File: config.mk
export PLATFORM = sky130hd
export DESIGN_NAME = dmac_regif
export DESIGN_NICKNAME = d
export VERILOG_FILES = /design/src/rtl/dmac_pkg.sv /design/src/rtl/dmac_byteptr.sv /design/src/rtl/dmac_mask.sv /design/src/rtl/dmac_tcstat.sv /design/src/rtl/dmac_chan.sv /design/src/rtl/dmac_regif.sv
export SDC_FILE = /design/constraint.sdc
export NUM_CORES = 1
export LEC_CHECK = 0
export ABC_AREA = 1
export BUFFER_PORTS_ARGS = -buffer_cell sky130_fd_sc_hd__clkbuf_2
export CORE_MARGIN = 2
export CORE_UTILIZATION = 48
export DETAILED_ROUTE_END_ITERATION = 8
export GPL_ROUTABILITY_DRIVEN = 0
export MAX_ROUTING_LAYER = met4
export PLACE_DENSITY = 0.84
export SLEW_MARGIN = 30
export SYNTH_ARGS = -nofsm -noshare
export SYNTH_HDL_FRONTEND = slang
export SYNTH_SLANG_ARGS = --single-unit
File: constraint.sdc
create_clock -name clk -period 1.57 [get_ports clk]
set_input_delay 0.157 -clock clk [delete_from_list [all_inputs] [get_ports clk]]
set_output_delay 0.157 -clock clk [all_outputs]
set_load 0.02 [all_outputs]
File: src/rtl/dmac_pkg.sv
package dmac_pkg;
  localparam int NCH     = 4;
  localparam int BYTE_W  = 8;
  localparam int REG_W   = 2 * BYTE_W;
  localparam int OFS_W   = 4;
  localparam int MODE_W  = 6;
  localparam int CH_W    = $clog2(NCH);

  localparam logic [OFS_W-1:0] OFS_STATUS = 4'd8;
  localparam logic [OFS_W-1:0] OFS_SMASK  = 4'd9;
  localparam logic [OFS_W-1:0] OFS_MODE   = 4'd10;
  localparam logic [OFS_W-1:0] OFS_PTRCLR = 4'd11;
  localparam logic [OFS_W-1:0] OFS_AMASK  = 4'd12;
endpackage

File: src/rtl/dmac_byteptr.sv
module dmac_byteptr (
  input  logic clk,
  input  logic rst_n,
  input  logic access,
  input  logic clear,
  output logic hi
);
  logic ptr_q, ptr_d;

  always_comb begin
    ptr_d = ptr_q;
    if (clear)       ptr_d = 1'b0;
    else if (access) ptr_d = ~ptr_q;
  end

  always_ff @(posedge clk or negedge rst_n) begin
    if (!rst_n) ptr_q <= 1'b0;
    else        ptr_q <= ptr_d;
  end

  assign hi = ptr_q;

  assert_ptr_clear_R5: assert property (@(posedge clk) disable iff (!rst_n)
    clear |=> !hi);
  assert_ptr_toggle_R4: assert property (@(posedge clk) disable iff (!rst_n)
    (access && !clear) |=> (hi != $past(hi)));
endmodule

File: src/rtl/dmac_mask.sv
module dmac_mask
  import dmac_pkg::*;
(
  input  logic              clk,
  input  logic              rst_n,
  input  logic              single_we,
  input  logic              all_we,
  input  logic [BYTE_W-1:0] wdata,
  output logic [NCH-1:0]    mask
);
  logic [NCH-1:0] mask_q, mask_d;
  logic [CH_W-1:0] sel;

  assign sel = wdata[CH_W-1:0];

  always_comb begin
    mask_d = mask_q;
    if (all_we)         mask_d = wdata[NCH-1:0];
    else if (single_we) mask_d[sel] = wdata[2];
  end

  always_ff @(posedge clk or negedge rst_n) begin
    if (!rst_n) mask_q <= '1;
    else        mask_q <= mask_d;
  end

  assign mask = mask_q;

  assert_single_only_R6: assert property (@(posedge clk) disable iff (!rst_n)
    (single_we && !all_we) |=>
      (((mask ^ $past(mask)) & ~(NCH'(1) << $past(sel))) == '0));
  assert_all_load_R7: assert property (@(posedge clk) disable iff (!rst_n)
    all_we |=> (mask == $past(wdata[NCH-1:0])));
endmodule

File: src/rtl/dmac_tcstat.sv
module dmac_tcstat
  import dmac_pkg::*;
(
  input  logic           clk,
  input  logic           rst_n,
  input  logic           rd_clr,
  input  logic [NCH-1:0] tc_in,
  output logic [NCH-1:0] flags
);
  logic [NCH-1:0] flags_q, flags_d;

  always_comb begin
    if (rd_clr) flags_d = tc_in;
    else        flags_d = flags_q | tc_in;
  end

  always_ff @(posedge clk or negedge rst_n) begin
    if (!rst_n) flags_q <= '0;
    else        flags_q <= flags_d;
  end

  assign flags = flags_q;

  assert_clear_keep_R10: assert property (@(posedge clk) disable iff (!rst_n)
    rd_clr |=> (flags == $past(tc_in)));
  assert_sticky_R9: assert property (@(posedge clk) disable iff (!rst_n)
    !rd_clr |=> ((flags & $past(flags)) == $past(flags)));
endmodule

File: src/rtl/dmac_chan.sv
module dmac_chan
  import dmac_pkg::*;
(
  input  logic              clk,
  input  logic              rst_n,
  input  logic              addr_we,
  input  logic              cnt_we,
  input  logic              hi,
  input  logic [BYTE_W-1:0] wdata,
  input  logic              mode_we,
  output logic [REG_W-1:0]  base_addr,
  output logic [REG_W-1:0]  base_cnt,
  output logic [MODE_W-1:0] mode,
  output logic              load
);
  logic [REG_W-1:0]  addr_q, addr_d, cnt_q, cnt_d;
  logic [MODE_W-1:0] mode_q, mode_d;
  logic              load_q, load_d;

  always_comb begin
    addr_d = addr_q;
    cnt_d  = cnt_q;
    mode_d = mode_q;
    if (addr_we) begin
      if (hi) addr_d[REG_W-1:BYTE_W] = wdata;
      else    addr_d[BYTE_W-1:0]     = wdata;
    end
    if (cnt_we) begin
      if (hi) cnt_d[REG_W-1:BYTE_W] = wdata;
      else    cnt_d[BYTE_W-1:0]     = wdata;
    end
    if (mode_we) mode_d = wdata[BYTE_W-1:2];
    load_d = (addr_we || cnt_we) && hi;
  end

  always_ff @(posedge clk or negedge rst_n) begin
    if (!rst_n) begin
      addr_q <= '0;
      cnt_q  <= '0;
      mode_q <= '0;
      load_q <= 1'b0;
    end else begin
      addr_q <= addr_d;
      cnt_q  <= cnt_d;
      mode_q <= mode_d;
      load_q <= load_d;
    end
  end

  assign base_addr = addr_q;
  assign base_cnt  = cnt_q;
  assign mode      = mode_q;
  assign load      = load_q;

  assert_load_after_hi_R2: assert property (@(posedge clk) disable iff (!rst_n)
    ((addr_we || cnt_we) && hi) |=> load);
  assert_low_keeps_high_R2: assert property (@(posedge clk) disable iff (!rst_n)
    (addr_we && !hi) |=> (base_addr[REG_W-1:BYTE_W] == $past(base_addr[REG_W-1:BYTE_W])));
  assert_mode_stable_R8: assert property (@(posedge clk) disable iff (!rst_n)
    !mode_we |=> $stable(mode));
endmodule

File: src/rtl/dmac_regif.sv
module dmac_regif
  import dmac_pkg::*;
(
  input  logic                  clk,
  input  logic                  rst_n,
  input  logic                  io_wr,
  input  logic                  io_rd,
  input  logic [OFS_W-1:0]      io_addr,
  input  logic [BYTE_W-1:0]     io_wdata,
  output logic [BYTE_W-1:0]     io_rdata,
  input  logic [NCH-1:0]        tc_in,
  output logic [NCH-1:0]        chan_mask,
  output logic [NCH*MODE_W-1:0] mode_cfg,
  output logic [NCH*REG_W-1:0]  base_addr,
  output logic [NCH*REG_W-1:0]  base_count,
  output logic [NCH-1:0]        chan_load
);
  localparam int PAIR_OFS = 2 * NCH;

  logic            in_pair, pair_wr, pair_rd, hi;
  logic [CH_W-1:0] pair_ch;
  logic            pair_is_cnt;
  logic            stat_rd, smask_we, amask_we, mode_we, ptr_clr;
  logic [NCH-1:0]  flags;
  logic [REG_W-1:0] addr_arr [NCH];
  logic [REG_W-1:0] cnt_arr  [NCH];

  assign in_pair     = (32'(io_addr) < PAIR_OFS);
  assign pair_wr     = io_wr && in_pair;
  assign pair_rd     = io_rd && !io_wr && in_pair;
  assign pair_ch     = io_addr[CH_W:1];
  assign pair_is_cnt = io_addr[0];
  assign stat_rd     = io_rd && !io_wr && (io_addr == OFS_STATUS);
  assign smask_we    = io_wr && (io_addr == OFS_SMASK);
  assign mode_we     = io_wr && (io_addr == OFS_MODE);
  assign ptr_clr     = io_wr && (io_addr == OFS_PTRCLR);
  assign amask_we    = io_wr && (io_addr == OFS_AMASK);

  dmac_byteptr u_ptr (
    .clk(clk), .rst_n(rst_n),
    .access(pair_wr || pair_rd), .clear(ptr_clr), .hi(hi)
  );

  dmac_mask u_mask (
    .clk(clk), .rst_n(rst_n),
    .single_we(smask_we), .all_we(amask_we),
    .wdata(io_wdata), .mask(chan_mask)
  );

  dmac_tcstat u_stat (
    .clk(clk), .rst_n(rst_n),
    .rd_clr(stat_rd), .tc_in(tc_in), .flags(flags)
  );

  for (genvar n = 0; n < NCH; n++) begin : g_ch
    logic sel;
    assign sel = (pair_ch == CH_W'(n));
    dmac_chan u_chan (
      .clk(clk), .rst_n(rst_n),
      .addr_we(pair_wr && sel && !pair_is_cnt),
      .cnt_we(pair_wr && sel && pair_is_cnt),
      .hi(hi),
      .wdata(io_wdata),
      .mode_we(mode_we && (io_wdata[CH_W-1:0] == CH_W'(n))),
      .base_addr(addr_arr[n]),
      .base_cnt(cnt_arr[n]),
      .mode(mode_cfg[n*MODE_W +: MODE_W]),
      .load(chan_load[n])
    );
    assign base_addr[n*REG_W +: REG_W]  = addr_arr[n];
    assign base_count[n*REG_W +: REG_W] = cnt_arr[n];
  end

  always_comb begin
    logic [REG_W-1:0] word;
    word = pair_is_cnt ? cnt_arr[pair_ch] : addr_arr[pair_ch];
    io_rdata = '0;
    if (pair_rd)      io_rdata = hi ? word[REG_W-1:BYTE_W] : word[BYTE_W-1:0];
    else if (stat_rd) io_rdata = BYTE_W'(flags);
  end

  assert_onehot_load_R2: assert property (@(posedge clk) disable iff (!rst_n)
    $onehot0(chan_load));
  assert_unmapped_rd_R11: assert property (@(posedge clk) disable iff (!rst_n)
    (io_rd && !io_wr && (io_addr > OFS_STATUS)) |-> (io_rdata == '0));
endmodule

# Word level (Yosys, flattened, before mapping)
# Cells that the tools add are included.
# classes
magnitude_cmp	4
n_eq_ne	11
n_mux	18
n_bitwise	3
reduce_logical	56
# op_table
cell	count
2-to-1 mux 16 bit	5
binary-select mux 16 bit (select 2 bit)	2
AND reduction 2 bit	16
logical AND 1 bit	29
equality test 4 bit, second input constant	5
2-to-1 mux 4 bit	4
2-to-1 mux 8 bit	2
equality test 2 bit, second input constant	4
logical OR 1 bit	5
bitwise mux 4 bit	1
equality test 2 x 1 -> 1 bit, second input constant	2
logical NOT 2 bit	2
< comparator 4 bit, second input constant	1
bitwise OR 4 bit	1
nonzero test 2 bit	2
>= comparator 3 bit, second input constant	1
< comparator 2 x 3 -> 1 bit, second input constant	1
2-to-1 mux 1 bit	3
inverter 2 -> 3 bit	1
demux 1 bit (select 2 bit)	1
>= comparator 2 x 1 -> 1 bit, second input constant	1
logical NOT 1 bit	2
inverter 1 bit	1
# totals
register_bits	165
input_bits	20
out_inout_bits	168
wordCells	119

# Depth between registers and ports, before layout
# Gate-level depths: netlist of run 1.
# depth
depth_word	7
mapped_depth	11
mapped_depth_nobuf	10

# Hierarchy
# Synthesis of run 1 repeated with hierarchy kept, for this count alone.
# hier_totals
cells_unflattened	1088
area_unflattened_um2	8426.8
# by_module_without_submodules
module	n_inst	cells_per_inst	area_each_um2	seq_area_each_um2
dmac_chan	4	167	1602.8	975.9
dmac_regif	1	360	1579.0	0.0
dmac_mask	1	37	244.0	105.1
dmac_tcstat	1	17	148.9	100.1
dmac_byteptr	1	6	43.8	25.0

# Worst setup path after synthesis of run 1
# No wires, ideal clock.
# synth_timing
kind	input-to-output
startpoint	input io_addr[2]
endpoint	output io_rdata[5]
arrival_time_ns	1.391
required_ns	1.413
path_slack_ns	0.022
stages	10
path_buffers	3
path_cell_list	buf_4 inv_2 buf_4 buf_1 nand2_1 nand2_1 nand2_1 nand2_1 inv_1 a21oi_1
# synth_between
elab_chain_cells	7
word_cells_on_any_way	12
cone_classes	order compare: 1; mux: 9; bitwise: 1; reduce/logical: 1
# synth_rtl
element	line	text
start: declaration	dmac_regif.sv:8	input logic [OFS_W-1:0] io_addr,
inverter 2 -> 3 bit (implied by the code)	dmac_regif.sv:76	word = pair_is_cnt ? cnt_arr[pair_ch] : addr_arr[pair_ch];
binary-select mux 16 bit (select 2 bit)	dmac_regif.sv:76	
2-to-1 mux 16 bit (implied by the code) (2 in series)	dmac_regif.sv:76	
2-to-1 mux 16 bit	dmac_regif.sv:76	
2-to-1 mux 8 bit	dmac_regif.sv:78	if (pair_rd) io_rdata = hi ? word[REG_W-1:BYTE_W] : word[BYTE_W-1:0];
2-to-1 mux 8 bit (*)	dmac_regif.sv:78	
end: declaration	dmac_regif.sv:10	output logic [BYTE_W-1:0] io_rdata,
# Every way passes the cells marked *; elsewhere a longest branch is shown, timed or not. The select of a mux whose other input is x is not followed.

# Final worst setup path of run 1
# layout_timing
startpoint	register u_ptr.ptr_q, in the netlist u_ptr.hi
endpoint	output io_rdata[2]
# layout_between
elab_chain_cells	2
# layout_rtl
element	line	text
start: declaration	dmac_byteptr.sv:8	logic ptr_q, ptr_d;
start signal: assignment	dmac_byteptr.sv:18	else ptr_q <= ptr_d;
2-to-1 mux 8 bit (2 in series)	dmac_regif.sv:78	
# Every way passes these cells.

==> results.md, run 1 <==
* Peak VDD IR at 0.878 mV
* Fin crit period at 1950 ps
* Detailed Routing Iterations Pass 1 at 5
* DRC errors left at 0
* Yosys warnings at 0
* CTS tree: done
* Number of vias per cell at 5.62
* PortBufs at 187
* Vias in the first global route at 7083
* Main synth FF type: dfrtp_1
* Drt initial violations at 955
* Failing checks: negative setup slack
* Dpl hpwl at 17.2 mm
* Worst EP arrival at 1790 ps
* Crit Path Max Fanout at 4
* Clock sink count at 165
* Post-synth top area cell: dfrtp_1
* Die area at 16600 sq um
* Max transition margin at 0.711
* Setup Crit Path Kind: flop to primary output
* Slowest cell delay on critical path at 480 ps
* Vias after detailed routing at 7771
* # H-tree levels at 4
* First-pass GRT wire length at 38.4 mm
* Clk_lat worst skew at 430 ps
* Clock Tree Root: clkbuf_16
* Data required, critical path at 1410 ps
* Initial Util at 0.492
* Total CTS buffers at 17
* Sequential fraction of the synthesis area at 0.553
* Largest net degree at the start of global routing at 44
* Worst setup SP type: flop
* Routed wire length per instance at 18.4 microns
* Sw frac at 0.383
* Final wirelength at 25.4 mm
* RSZ-0062 raised after global routing: true
* Status: finished with violations
* Maxcap violations at 0
* Maximum clock rate at 0.513 GHz
* Switching power at 0.00609 W
* Clock-pin slew on the worst setup and hold paths at 60 ps
* Number of synthesized flops with an enable pin at 0
* Post-synthesis average cell area at 7.93 sq um
* Antenna-violating nets left at 0
* Final hold violation count at 0
* Core Rows at 45
* Top-Level Pins at 188
* Cell Chain, Critical Path: inv_2 -> nor2_4 -> nand2_1 -> nor2_1 -> nor2_1 -> nand3_4 -> nand2_2 -> buf_8
* Post-synth top area share at 0.539
* Setup violations, final at 13
* Cells after DPL at 1328
* Final Cell Area at 10100 sq um
* Post-Layout Cell Count at 1382
* Synth Cell Area at 7480 sq um
* Hold Path Class: input port to flop
* Pleak at 5.33 nW
* Clock group share of total power at 0.280
* Worst-margin pin slew at 434 ps
* Combinational share of power at 0.314
* Yosys cell types at 26
* Most frequent cells after synthesis: 423 x nand2_1, 161 x dfrtp_1, 120 x o21ai_0
* Final net count at 1201
* Core Area at 15200 sq um
* Period utilization at 1.24
* Max clock buf depth at 2
* Worst path slowest cell: dfrtp_2
* Flop pwr share at 0.406
* # diodes at 0
* Final Slew Violations at 0
* Initial antenna violation count at 0
* Synth async-reset ratio at 1.00
* Top cell by count, worst path: nor2_1
* Internal at 0.00981 W
* Post-Syn Nets at 963
* Yosys reg bits at 165
* Mapped Cells at 943
* Crit path capture type: primary output
* Most frequent cell after synthesis: nand2_1
* Ranking of synthesized cells by area: dfrtp_1 54%, nand2_1 21%, o21ai_0 8.0%, nand3_1 2.5%, o21ai_1 2.3%
* Share of layout cells above drive strength 1 at 0.309
* Layout fillers at 1178
* Pwr Density at 1580 nW/um^2
* Placed Area at 8970 sq um
* Layout area overhead at 34.7%
* Die width at 129 microns
* GR Overflow Total at 0
* Die Ht at 129 microns
* Register area at 4140 sq um
* Overall fraction of global-route tracks in use at 0.314
* Final Skew at 6.89 ps
* Area of the multi-input gates at 3090 sq um
* Final WS setup at -378 ps
==> layout make-up <==
class / instances / area share
Clock buffer: 21 / 0.0457
Sequential cell: 165 / 0.410
Clock inverter: 11 / 0.0173
Tap cell: 188 / 0.0233
Multi-Input combinational cell: 674 / 0.307
Timing Repair Buffer: 278 / 0.180
Inverter: 45 / 0.0168
==> state kept, by name (all words and copies together) (netlist names) <==
| signal | flops |
|---|---|
| u_mask.mask | 4 |
| g_ch.u_chan.base_cnt | 64 |
| g_ch.u_chan.mode | 24 |
| g_ch.u_chan.base_addr | 64 |
| u_stat.flags | 4 |
| g_ch.u_chan.load | 4 |
| u_ptr.hi | 1 |
==> per-layer routing <==
layer	wire [microns]	global-route usage
met5	0	-
met4	1090	0.142
met3	2930	0.0578
met2	11200	0.444
met1	10200	0.443
==> critical path, delay by kind of cell (launching register included) <==
kind / cells / cell delay [ps]
AND/OR/NAND/NOR: 6 / 620
buffers and inverters: 2 / 260
flip-flops: 1 / 480
==> stage by stage <==
step	setup slack (ps)	power [W]	util	TNS (ps)	hold slack [ps]
floorplan	22.0	0.00889	-	0	-139
global placement	-156	0.0109	0.590	-629	111
detailed placement	-157	0.0110	0.590	-1440	116
CTS	-316	0.0156	0.649	-2110	19.1
global route	-421	0.0166	0.663	-3940	50.6
finish	-378	0.0159	0.663	-2790	31.9
==> power groups by stage <==
stage / registers [W] / logic, W / clock network, W
floorplan: 0.00738 / 0.00150 / 0
global placement: 0.00643 / 0.00445 / 0
detailed placement: 0.00643 / 0.00459 / 0
CTS: 0.00638 / 0.00478 / 0.00445
global route: 0.00653 / 0.00541 / 0.00466
finish: 0.00645 / 0.00499 / 0.00445
==> timing repair <==
action                                 in CTS  in global routing
setup endpoints to repair                  19                 66
endpoints found under the hold margin      44                  0
hold buffers                                7                  0
pin swaps                                  19                 17
gates resized for setup                    45                 39
buffers inserted                            5                 10
==> final timing paths <==
check | depth (start not counted) | slack [ps] | start | to
max | 8 | -380 | u_ptr.hi$_DFFE_PN0P_ | io_rdata[2]
min | 3 | 30 | io_wdata[1] | u_mask.mask[1]$_DFFE_PN1P_
max reg2reg | 6 | -40 | u_ptr.hi$_DFFE_PN0P_ | g_ch[0].u_chan.base_cnt[10]$_DFFE_PN0P_
min reg2reg | 2 | 490 | g_ch[0].u_chan.mode[3]$_DFFE_PN0P_ | g_ch[0].u_chan.mode[3]$_DFFE_PN0P_
max in group asynchronous | 3 | 760 | rst_n | u_ptr.hi$_DFFE_PN0P_
min in group asynchronous | 2 | 230 | rst_n | g_ch[0].u_chan.mode[2]$_DFFE_PN0P_
==> cells in the final DEF, fill, tap and decap left out, types with 12 or more instances in the layout <==
master	synthesis	layout
nand2_1	423	404
clkbuf_2	0	178
dfrtp_1	161	160
o21ai_0	120	119
buf_4	6	69
o21ai_1	34	34
inv_1	38	32
nand3_1	38	30
nand2_2	1	20
nor2_1	23	20
clkbuf_16	0	17
inv_2	7	13
buf_6	0	12
==> cell families after synthesis <==
logic type | after synthesis | share of synthesized area
flops | 165 | 0.553
simple gates | 506 | 0.274
buf+inv | 104 | 0.0580
compound gates | 168 | 0.115
No activity file was read; power rests on OpenSTA's default activity.
==> inputs of run 2 (changes only) <==
--- a/config.mk
+++ b/config.mk
@@ -5,7 +5,7 @@
 export SDC_FILE = /design/constraint.sdc
 export NUM_CORES = 1
 export LEC_CHECK = 0
-export ABC_AREA = 1
+export ABC_AREA = 0
 export BUFFER_PORTS_ARGS = -buffer_cell sky130_fd_sc_hd__clkbuf_2
 export CORE_MARGIN = 2
 export CORE_UTILIZATION = 48
==> run 2 against run 1 <==
  * The run still ends with negative setup slack left
  * Non-clock buffer count grew 9
  * Fmax shrank 8.3%
  * Wire length barely moved
  * Cell count down 26%
  * Critical path type unchanged
  * Critical endpoint is now io_rdata[3]
  * Sequential share of layout area decreased by 2.5 points
  * First-iteration DRC count down 37%
  * Clock power fell by 5.8%
  * Core utilization is 3.8 points higher
  * Highest routed layer unchanged
  * Combinational power is 4% higher
==> results.md, run 2 <==
* # diodes at 0 (unchanged)
* Top cell by count, worst path: buf_8
* # H-tree levels at 4 (unchanged)
* Failing checks: negative setup slack
* Overall fraction of global-route tracks in use at 0.298 (-0.0158)
* Main synth FF type: dfrtp_1
* Flop pwr share at 0.395 (-0.011)
* Initial Util at 0.495 (+0.00292)
* Fin crit period at 2120 ps (+176 ps)
* Die area at 16800 sq um (+1.3%)
* Sequential fraction of the synthesis area at 0.545 (-0.00730)
* Yosys cell types at 46 (+77%)
* Min Hold Slack at 127 ps (+95.1 ps)
* Final WS setup at -554 ps (-176 ps)
* Worst setup SP type: flop
* GR Overflow Total at 0 (unchanged)
* Share of layout cells above drive strength 1 at 0.663 (+0.353)
* Dpl hpwl at 16.2 mm (-6.0%)
* Sw frac at 0.349 (-0.0337)
* Vias in the first global route at 6049 (-15%)
* Post-synth top area cell: dfrtp_1
* Final hold violation count at 0 (unchanged)
* Post-Syn Nets at 551 (-43%)
* Layout area overhead at 41.5%
* Setup Crit Path Kind: flop to primary output
* Clock Tree Root: clkbuf_16
* Commonest non-fill, non-tap cell in the layout: clkbuf_2
* Layout fillers at 1007 (-15%)
* R2r setup slk at -340 ps (-300 ps)
* Period utilization at 1.35 (+0.112)
* Synth async-reset ratio at 1.00 (unchanged)
* Post-synth top area share at 0.532 (-0.00711)
* Combinational share of power at 0.334 (+0.020)
* PortBufs at 187 (unchanged)
* Total CTS buffers at 17 (unchanged)
* Xor/xnor cell area share of the yosys netlist at 0 (unchanged)
* Yosys warnings at 0 (unchanged)
* Most frequent cells after synthesis: 161 x dfrtp_1, 145 x mux2_2, 33 x mux2i_1
* Crit path from: u_ptr.hi$_DFFE_PN0P_
* Worst path slowest cell: dfrtp_1
* R2r worst-path depth at 9 (+3)
* Ranking of synthesized cells by area: dfrtp_1 53%, mux2_2 22%, mux4_2 5.9%, mux2i_1 4.4%, dfstp_2 1.4%
* Clock group share of total power at 0.271 (-0.009)
* Clock-pin slew on the worst setup and hold paths at 60 ps (about the same)
* Adder-cell share of the synthesized area at 0 (unchanged)
* Status: finished with violations
* Hold Path Stages at 2 (-1)
* CTS tree: done
* Hold Path Class: input port to flop
* RSZ-0062 raised after global routing: true
* Post-synthesis average cell area at 14.3 sq um (+80%)
* Largest net degree at the start of global routing at 52 (+18%)
* Most frequent cell after synthesis: dfrtp_1
* Mux contribution to synthesized area at 0.330 (+0.330)
* Peak VDD IR at 0.826 mV (-5.9%)
* Routed wire length per instance at 24.9 microns (+36%)
* Final Slew Violations at 0 (unchanged)
* Cell Chain, Critical Path: buf_4 -> buf_8 -> nor2b_4 -> a22oi_1 -> nand3_1 -> nand3_2 -> buf_8
* Crit path capture type: primary output
* Post-Synth Simple-Gate Area at 0.0634 (-0.211)
* Worst EP arrival at 1970 ps (+180 ps)
* Core Area at 15300 sq um (+0.74%)
* Die Ht at 130 microns (+0.64%)
* Maximum clock rate at 0.471 GHz (-8.3%)
* Hold wc startpoint: io_wdata[0]
* Top-Level Pins at 188 (unchanged)
* Initial antenna violation count at 0 (unchanged)
* Number of vias per cell at 5.87 (+4.4%)
* Number of synthesized flops with an enable pin at 0 (unchanged)
* Final net count at 813 (-32%)
* Cells after DPL at 965 (-27%)
* Clock sink count at 165 (unchanged)
* Antenna-violating nets left at 0 (unchanged)
* Final Skew at 6.68 ps (-0.208 ps)
* Post-layout util at 0.701 (+0.0378)
* Slowest cell delay on critical path at 390 ps (-90 ps)
* Vias after detailed routing at 5971 (-23%)
* Hold EP: g_ch[2].u_chan.base_cnt[8]$_DFFE_PN0P_
* Max clock buf depth at 2 (unchanged)
* End of the worst register-to-register path: g_ch[3].u_chan.base_addr[14]$_DFFE_PN0P_
* Detailed Routing Iterations Pass 1 at 7 (+2)
* Core Rows at 45 (unchanged)
* Synth Cell Area at 7580 sq um (+1.3%)
* Pwr Density at 1440 nW/um^2 (-8.5%)
* Data required, critical path at 1410 ps (about the same)
* Worst flop-to-flop path startpoint: u_ptr.hi$_DFFE_PN0P_
* Crit Path Max Fanout at 7 (+3)
* Clk_lat worst skew at 430 ps (about the same)
* Final wirelength at 25.4 mm (about the same)
* Max transition margin at 0.611 (-0.0993)
* Maxcap violations at 0 (unchanged)
* Mapped Cells at 531 (-44%)
* Pre-CTS setup slack at -225 ps (-68.0 ps)
* Yosys reg bits at 165 (unchanged)
* Die width at 130 microns (+0.64%)
* Worst-margin pin slew at 575 ps (+141 ps)
* DRC errors left at 0 (unchanged)
* Largest family of logic cells by synthesized area: multiplexers
* Pleak at 5.40 nW (+1.2%)
* Internal at 0.0101 W (+2.7%)
* First-pass GRT wire length at 35.7 mm (-7.0%)
* Setup TNS at -22030 ps (-19240 ps)
* Setup violations, final at 135 (+122)
* Compound-Gate Fraction of Synth Area at 0.0315 (-0.0836)
* Drt initial violations at 605 (-37%)
* Post-Layout Cell Count at 1017 (-26%)
* Switching power at 0.00541 W (-11%)
* Most frequent cells in the layout: 178 x clkbuf_2, 161 x dfrtp_1, 89 x mux2_2, 62 x mux2_4, 62 x buf_4
==> run 2: changes by cell type in the layout (fill, tap and decap cells not counted), moves of 15 or more <==
cell / change
o21ai_1: -33
nor2_1: -15
mux2_2: +89
o21ai_0: -114
nand2_1: -392
mux2i_1: +32
mux4_2: +20
mux2_4: +62
inv_1: -30
nand3_1: -24
==> run 2: timing repair <==
action / CTS / global route
setup endpoints to repair: 38 / 135
setup buffers: 9 / 7
endpoints found under the hold margin: 165 / 0
cloned: 0 / 1
resized for setup: 82 / 75
hold buffers: 5 / 0
pin swaps: 13 / 12
==> run 2: cell type report <==
class / instances / area (sq um) / area share
Sequential cell: 165 / 4130 / 0.385
Multi-Input combinational cell: 319 / 3660 / 0.341
Timing Repair Buffer: 287 / 2070 / 0.193
Clock buffer: 22 / 474 / 0.0442
Tap cell: 211 / 264 / 0.0246
Clock inverter: 10 / 119 / 0.0111
Inverter: 3 / 15.0 / 0.00140
==> run 2: metrics by stage <==
step | area [sq um] | power, W
floorplan | 7600 | 0.00870
global placement | 9370 | 0.0105
detailed placement | 9370 | 0.0107
CTS | 10400 | 0.0151
global route | 10700 | 0.0160
finish | 10700 | 0.0155
==> run 2: how the worst max path moves through the flow <==
| stage | end | slack (ps) |
|---|---|---|
| finish | io_rdata[3] | -550 |
| global route | io_rdata[3] | -570 |
| CTS | io_rdata[1] | -490 |
| detailed placement | io_rdata[3] | -230 |
| global placement | io_rdata[3] | -150 |
| floorplan | io_rdata[4] | -60 |
==> run 2: cells by family after synthesis <==
logic type,Yosys count
flops,165
mux,204
buf+inv,47
simple gates,80
compound gates,35
==> run 2: metal layers <==
layer	part of all wire	up-vias	GRT usage	wire [microns]
li1	-	2468	-	-
met1	0.39	3078	0.376	9790
met2	0.50	353	0.476	12800
met3	0.076	72	0.0698	1930
met4	0.034	0	0.106	864
met5	0	-	-	0
==> run 2: power by group through the flow <==
stage          clock network, W  logic [W]  registers (W)
4_1_cts                 0.00420    0.00487        0.00605
3_3_place_gp                  0    0.00447        0.00603
3_5_place_dp                  0    0.00456        0.00612
5_1_grt                 0.00440    0.00542        0.00622
6_report                0.00419    0.00518        0.00612
2_1_floorplan                 0    0.00156        0.00714
==> run 2: critical path, delay by kind of cell (launching register included) <==
kind | cells | cell delay [ps]
buf+inv | 3 | 400
flops | 1 | 390
compound gates | 1 | 260
simple gates | 3 | 480
==> inputs of run 3 (changes only) <==
--- a/config.mk
+++ b/config.mk
@@ -8,11 +8,12 @@
 export ABC_AREA = 0
 export BUFFER_PORTS_ARGS = -buffer_cell sky130_fd_sc_hd__clkbuf_2
 export CORE_MARGIN = 2
-export CORE_UTILIZATION = 48
+export CORE_UTILIZATION = 50
+export CTS_BUF_LIST = sky130_fd_sc_hd__clkbuf_4
 export DETAILED_ROUTE_END_ITERATION = 8
 export GPL_ROUTABILITY_DRIVEN = 0
 export MAX_ROUTING_LAYER = met4
-export PLACE_DENSITY = 0.84
+export PLACE_DENSITY = 0.87
 export SLEW_MARGIN = 30
 export SYNTH_ARGS = -nofsm -noshare
 export SYNTH_HDL_FRONTEND = slang
==> run 3 against run 2 <==
  * The run still ends with negative setup slack left
  * Design area down 8.5%
  * Die area down 3.9%
  * Fmax down 8.2%
  * Wire length down 11%
  * Combinational power down 8.9%
  * Sequential power down 0.8%
  * Worst hold slack worse by 83 ps
  * Total power down 13%
  * Non-clock buffer count down 10
  * Core utilization down 4.8 points
  * Sequential share of layout area up 3.6 points
==> results.md, run 3 (synthesis results as in run 2) <==
* First-pass GRT wire length at 34.4 mm (-3.7%)
* Vias in the first global route at 5982 (-1.1%)
* CTS tree: done
* Worst-margin pin slew at 544 ps (-31.4 ps)
* Die width at 127 microns (-2.0%)
* Failing checks: negative setup slack
* Hold Path Stages at 3 (+1)
* Data required, critical path at 1410 ps (about the same)
* Clock sink count at 165 (unchanged)
* Worst setup SP type: flop
* Status: finished with violations
* Share of layout cells above drive strength 1 at 0.628 (-0.0349)
* Fin crit period at 2310 ps (+189 ps)
* Overall fraction of global-route tracks in use at 0.291 (-0.00720)
* Pleak at 4.90 nW (-9.1%)
* Final wirelength at 22.6 mm (-11%)
* Die area at 16200 sq um (-3.9%)
* GR Overflow Total at 0 (unchanged)
* Die Ht at 127 microns (-2.0%)
* Hold wc startpoint: io_addr[3]
* Top-Level Pins at 188 (unchanged)
* Worst flop-to-flop path startpoint: u_ptr.hi$_DFFE_PN0P_
* Worst EP arrival at 2160 ps (+190 ps)
* Period utilization at 1.47 (+0.120)
* Clock Tree Root: clkbuf_4
* PortBufs at 187 (unchanged)
* Core Area at 15000 sq um (-1.8%)
* Maxcap violations at 0 (unchanged)
* R2r worst-path depth at 5 (-4)
* Clock-pin slew on the worst setup and hold paths at 150 ps (+90 ps)
* Commonest non-fill, non-tap cell in the layout: clkbuf_2
* Peak VDD IR at 0.855 mV (+3.5%)
* Setup violations, final at 67 (-50%)
* Detailed Routing Iterations Pass 1 at 5 (-2)
* Total CTS buffers at 17 (unchanged)
* Final WS setup at -743 ps (-189 ps)
* DRC errors left at 0 (unchanged)
* Post-layout util at 0.653 (-0.0479)
* Hold EP: u_ptr.hi$_DFFE_PN0P_
* Crit Path Max Fanout at 3 (-4)
* Maximum clock rate at 0.432 GHz (-8.2%)
* Clk_lat worst skew at 570 ps (+140 ps)
* Layout area overhead at 29.4%
* Largest net degree at the start of global routing at 49 (-5.8%)
* Setup Crit Path Kind: flop to primary output
* Dpl hpwl at 16.6 mm (+2.8%)
* R2r setup slk at -170 ps (+170 ps)
* Max clock buf depth at 2 (unchanged)
* Final Slew Violations at 0 (unchanged)
* Drt initial violations at 367 (-39%)
* Pwr Total at 0.0134 W (-13%)
* RSZ-0062 raised after global routing: true
* Most frequent cells in the layout: 178 x clkbuf_2, 161 x dfrtp_1, 145 x mux2_2, 73 x buf_4, 30 x mux2i_1
* Post-Layout Cell Count at 984 (-3.2%)
* Antenna-violating nets left at 0 (unchanged)
* Max transition margin at 0.637 (+0.0262)
* Final hold violation count at 0 (unchanged)
* Layout fillers at 1051 (+4.4%)
* End of the worst register-to-register path: g_ch[3].u_chan.base_addr[15]$_DFFE_PN0P_
* Vias after detailed routing at 5743 (-3.8%)
* Pwr Density at 1370 nW/um^2 (-5.3%)
* Crit path capture type: primary output
* # H-tree levels at 4 (unchanged)
* Routed wire length per instance at 22.9 microns (-8.1%)
* Hold Path Class: input port to flop
* Final net count at 803 (-1.2%)
* Core Rows at 45 (unchanged)
* Initial Util at 0.504 (+0.00927)
* Min Hold Slack at 44.3 ps (-82.7 ps)
* Cells after DPL at 944 (-2.2%)
* Number of vias per cell at 5.84 (-0.59%)
* Initial antenna violation count at 1 (+1)
* Final Skew at 25.4 ps (+18.8 ps)
-- run 3: worst max-delay path: stages, from the launching register on --
cell,delay (ps)
dfrtp_1,410
or4b_4,550
a21oi_4,150
a32oi_2,160
o21ai_2,130
clkbuf_8,180
-- run 3: area by class of cell --
class	count	area (sq um)	share of cell area
Clock buffer	18	135	0.0138
Multi-Input combinational cell	319	3310	0.337
Timing Repair Buffer	277	1830	0.187
Sequential cell	165	4130	0.421
Tap cell	188	235	0.0240
Clock inverter	13	156	0.0159
Inverter	3	11.3	0.00115
Antenna cell	1	2.50	0.000255
-- run 3: how the worst max path moves through the flow --
stage / startpoint / to / slack [ps]
6_report: u_ptr.hi$_DFFE_PN0P_ / io_rdata[1] / -740
5_1_grt: u_ptr.hi$_DFFE_PN0P_ / io_rdata[1] / -800
4_1_cts: u_ptr.hi$_DFFE_PN0P_ / io_rdata[1] / -710
3_5_place_dp: io_addr[1] / io_rdata[5] / -250
3_3_place_gp: io_addr[2] / g_ch[0].u_chan.base_cnt[15]$_DFFE_PN0P_ / -160
2_1_floorplan: u_ptr.hi$_DFFE_PN0P_ / io_rdata[4] / -60
-- run 3: layer usage --
| layer | GRT usage | share of wire |
|---|---|---|
| met5 | - | 0 |
| met3 | 0.0662 | 0.076 |
| met1 | 0.374 | 0.41 |
| met2 | 0.457 | 0.49 |
| met4 | 0.107 | 0.022 |
-- run 3: through the flow --
step	area, sq um	setup slack [ps]	TNS, ps
2_1_floorplan	7600	-60.6	-270
3_3_place_gp	9330	-155	-7090
3_5_place_dp	9330	-251	-12360
4_1_cts	9780	-710	-5960
5_1_grt	9810	-804	-11200
6_report	9810	-743	-8510
-- run 3: repair_timing --
| item | CTS | global route |
|---|---|---|
| gates resized for setup | 24 | 9 |
| hold buffers | 6 | 0 |
| setup buffers | 2 | 0 |
| pin swaps | 2 | 1 |
| hold endpoints to repair | 170 | 0 |
| setup endpoints to repair | 48 | 84 |
-- run 3: report_power, final --
part | switching [W] | internal, W | total (W)
Clock | 0.00152 | 0.00111 | 0.00263
Combinational | 0.00270 | 0.00202 | 0.00472
Sequential | 0.000825 | 0.00524 | 0.00607
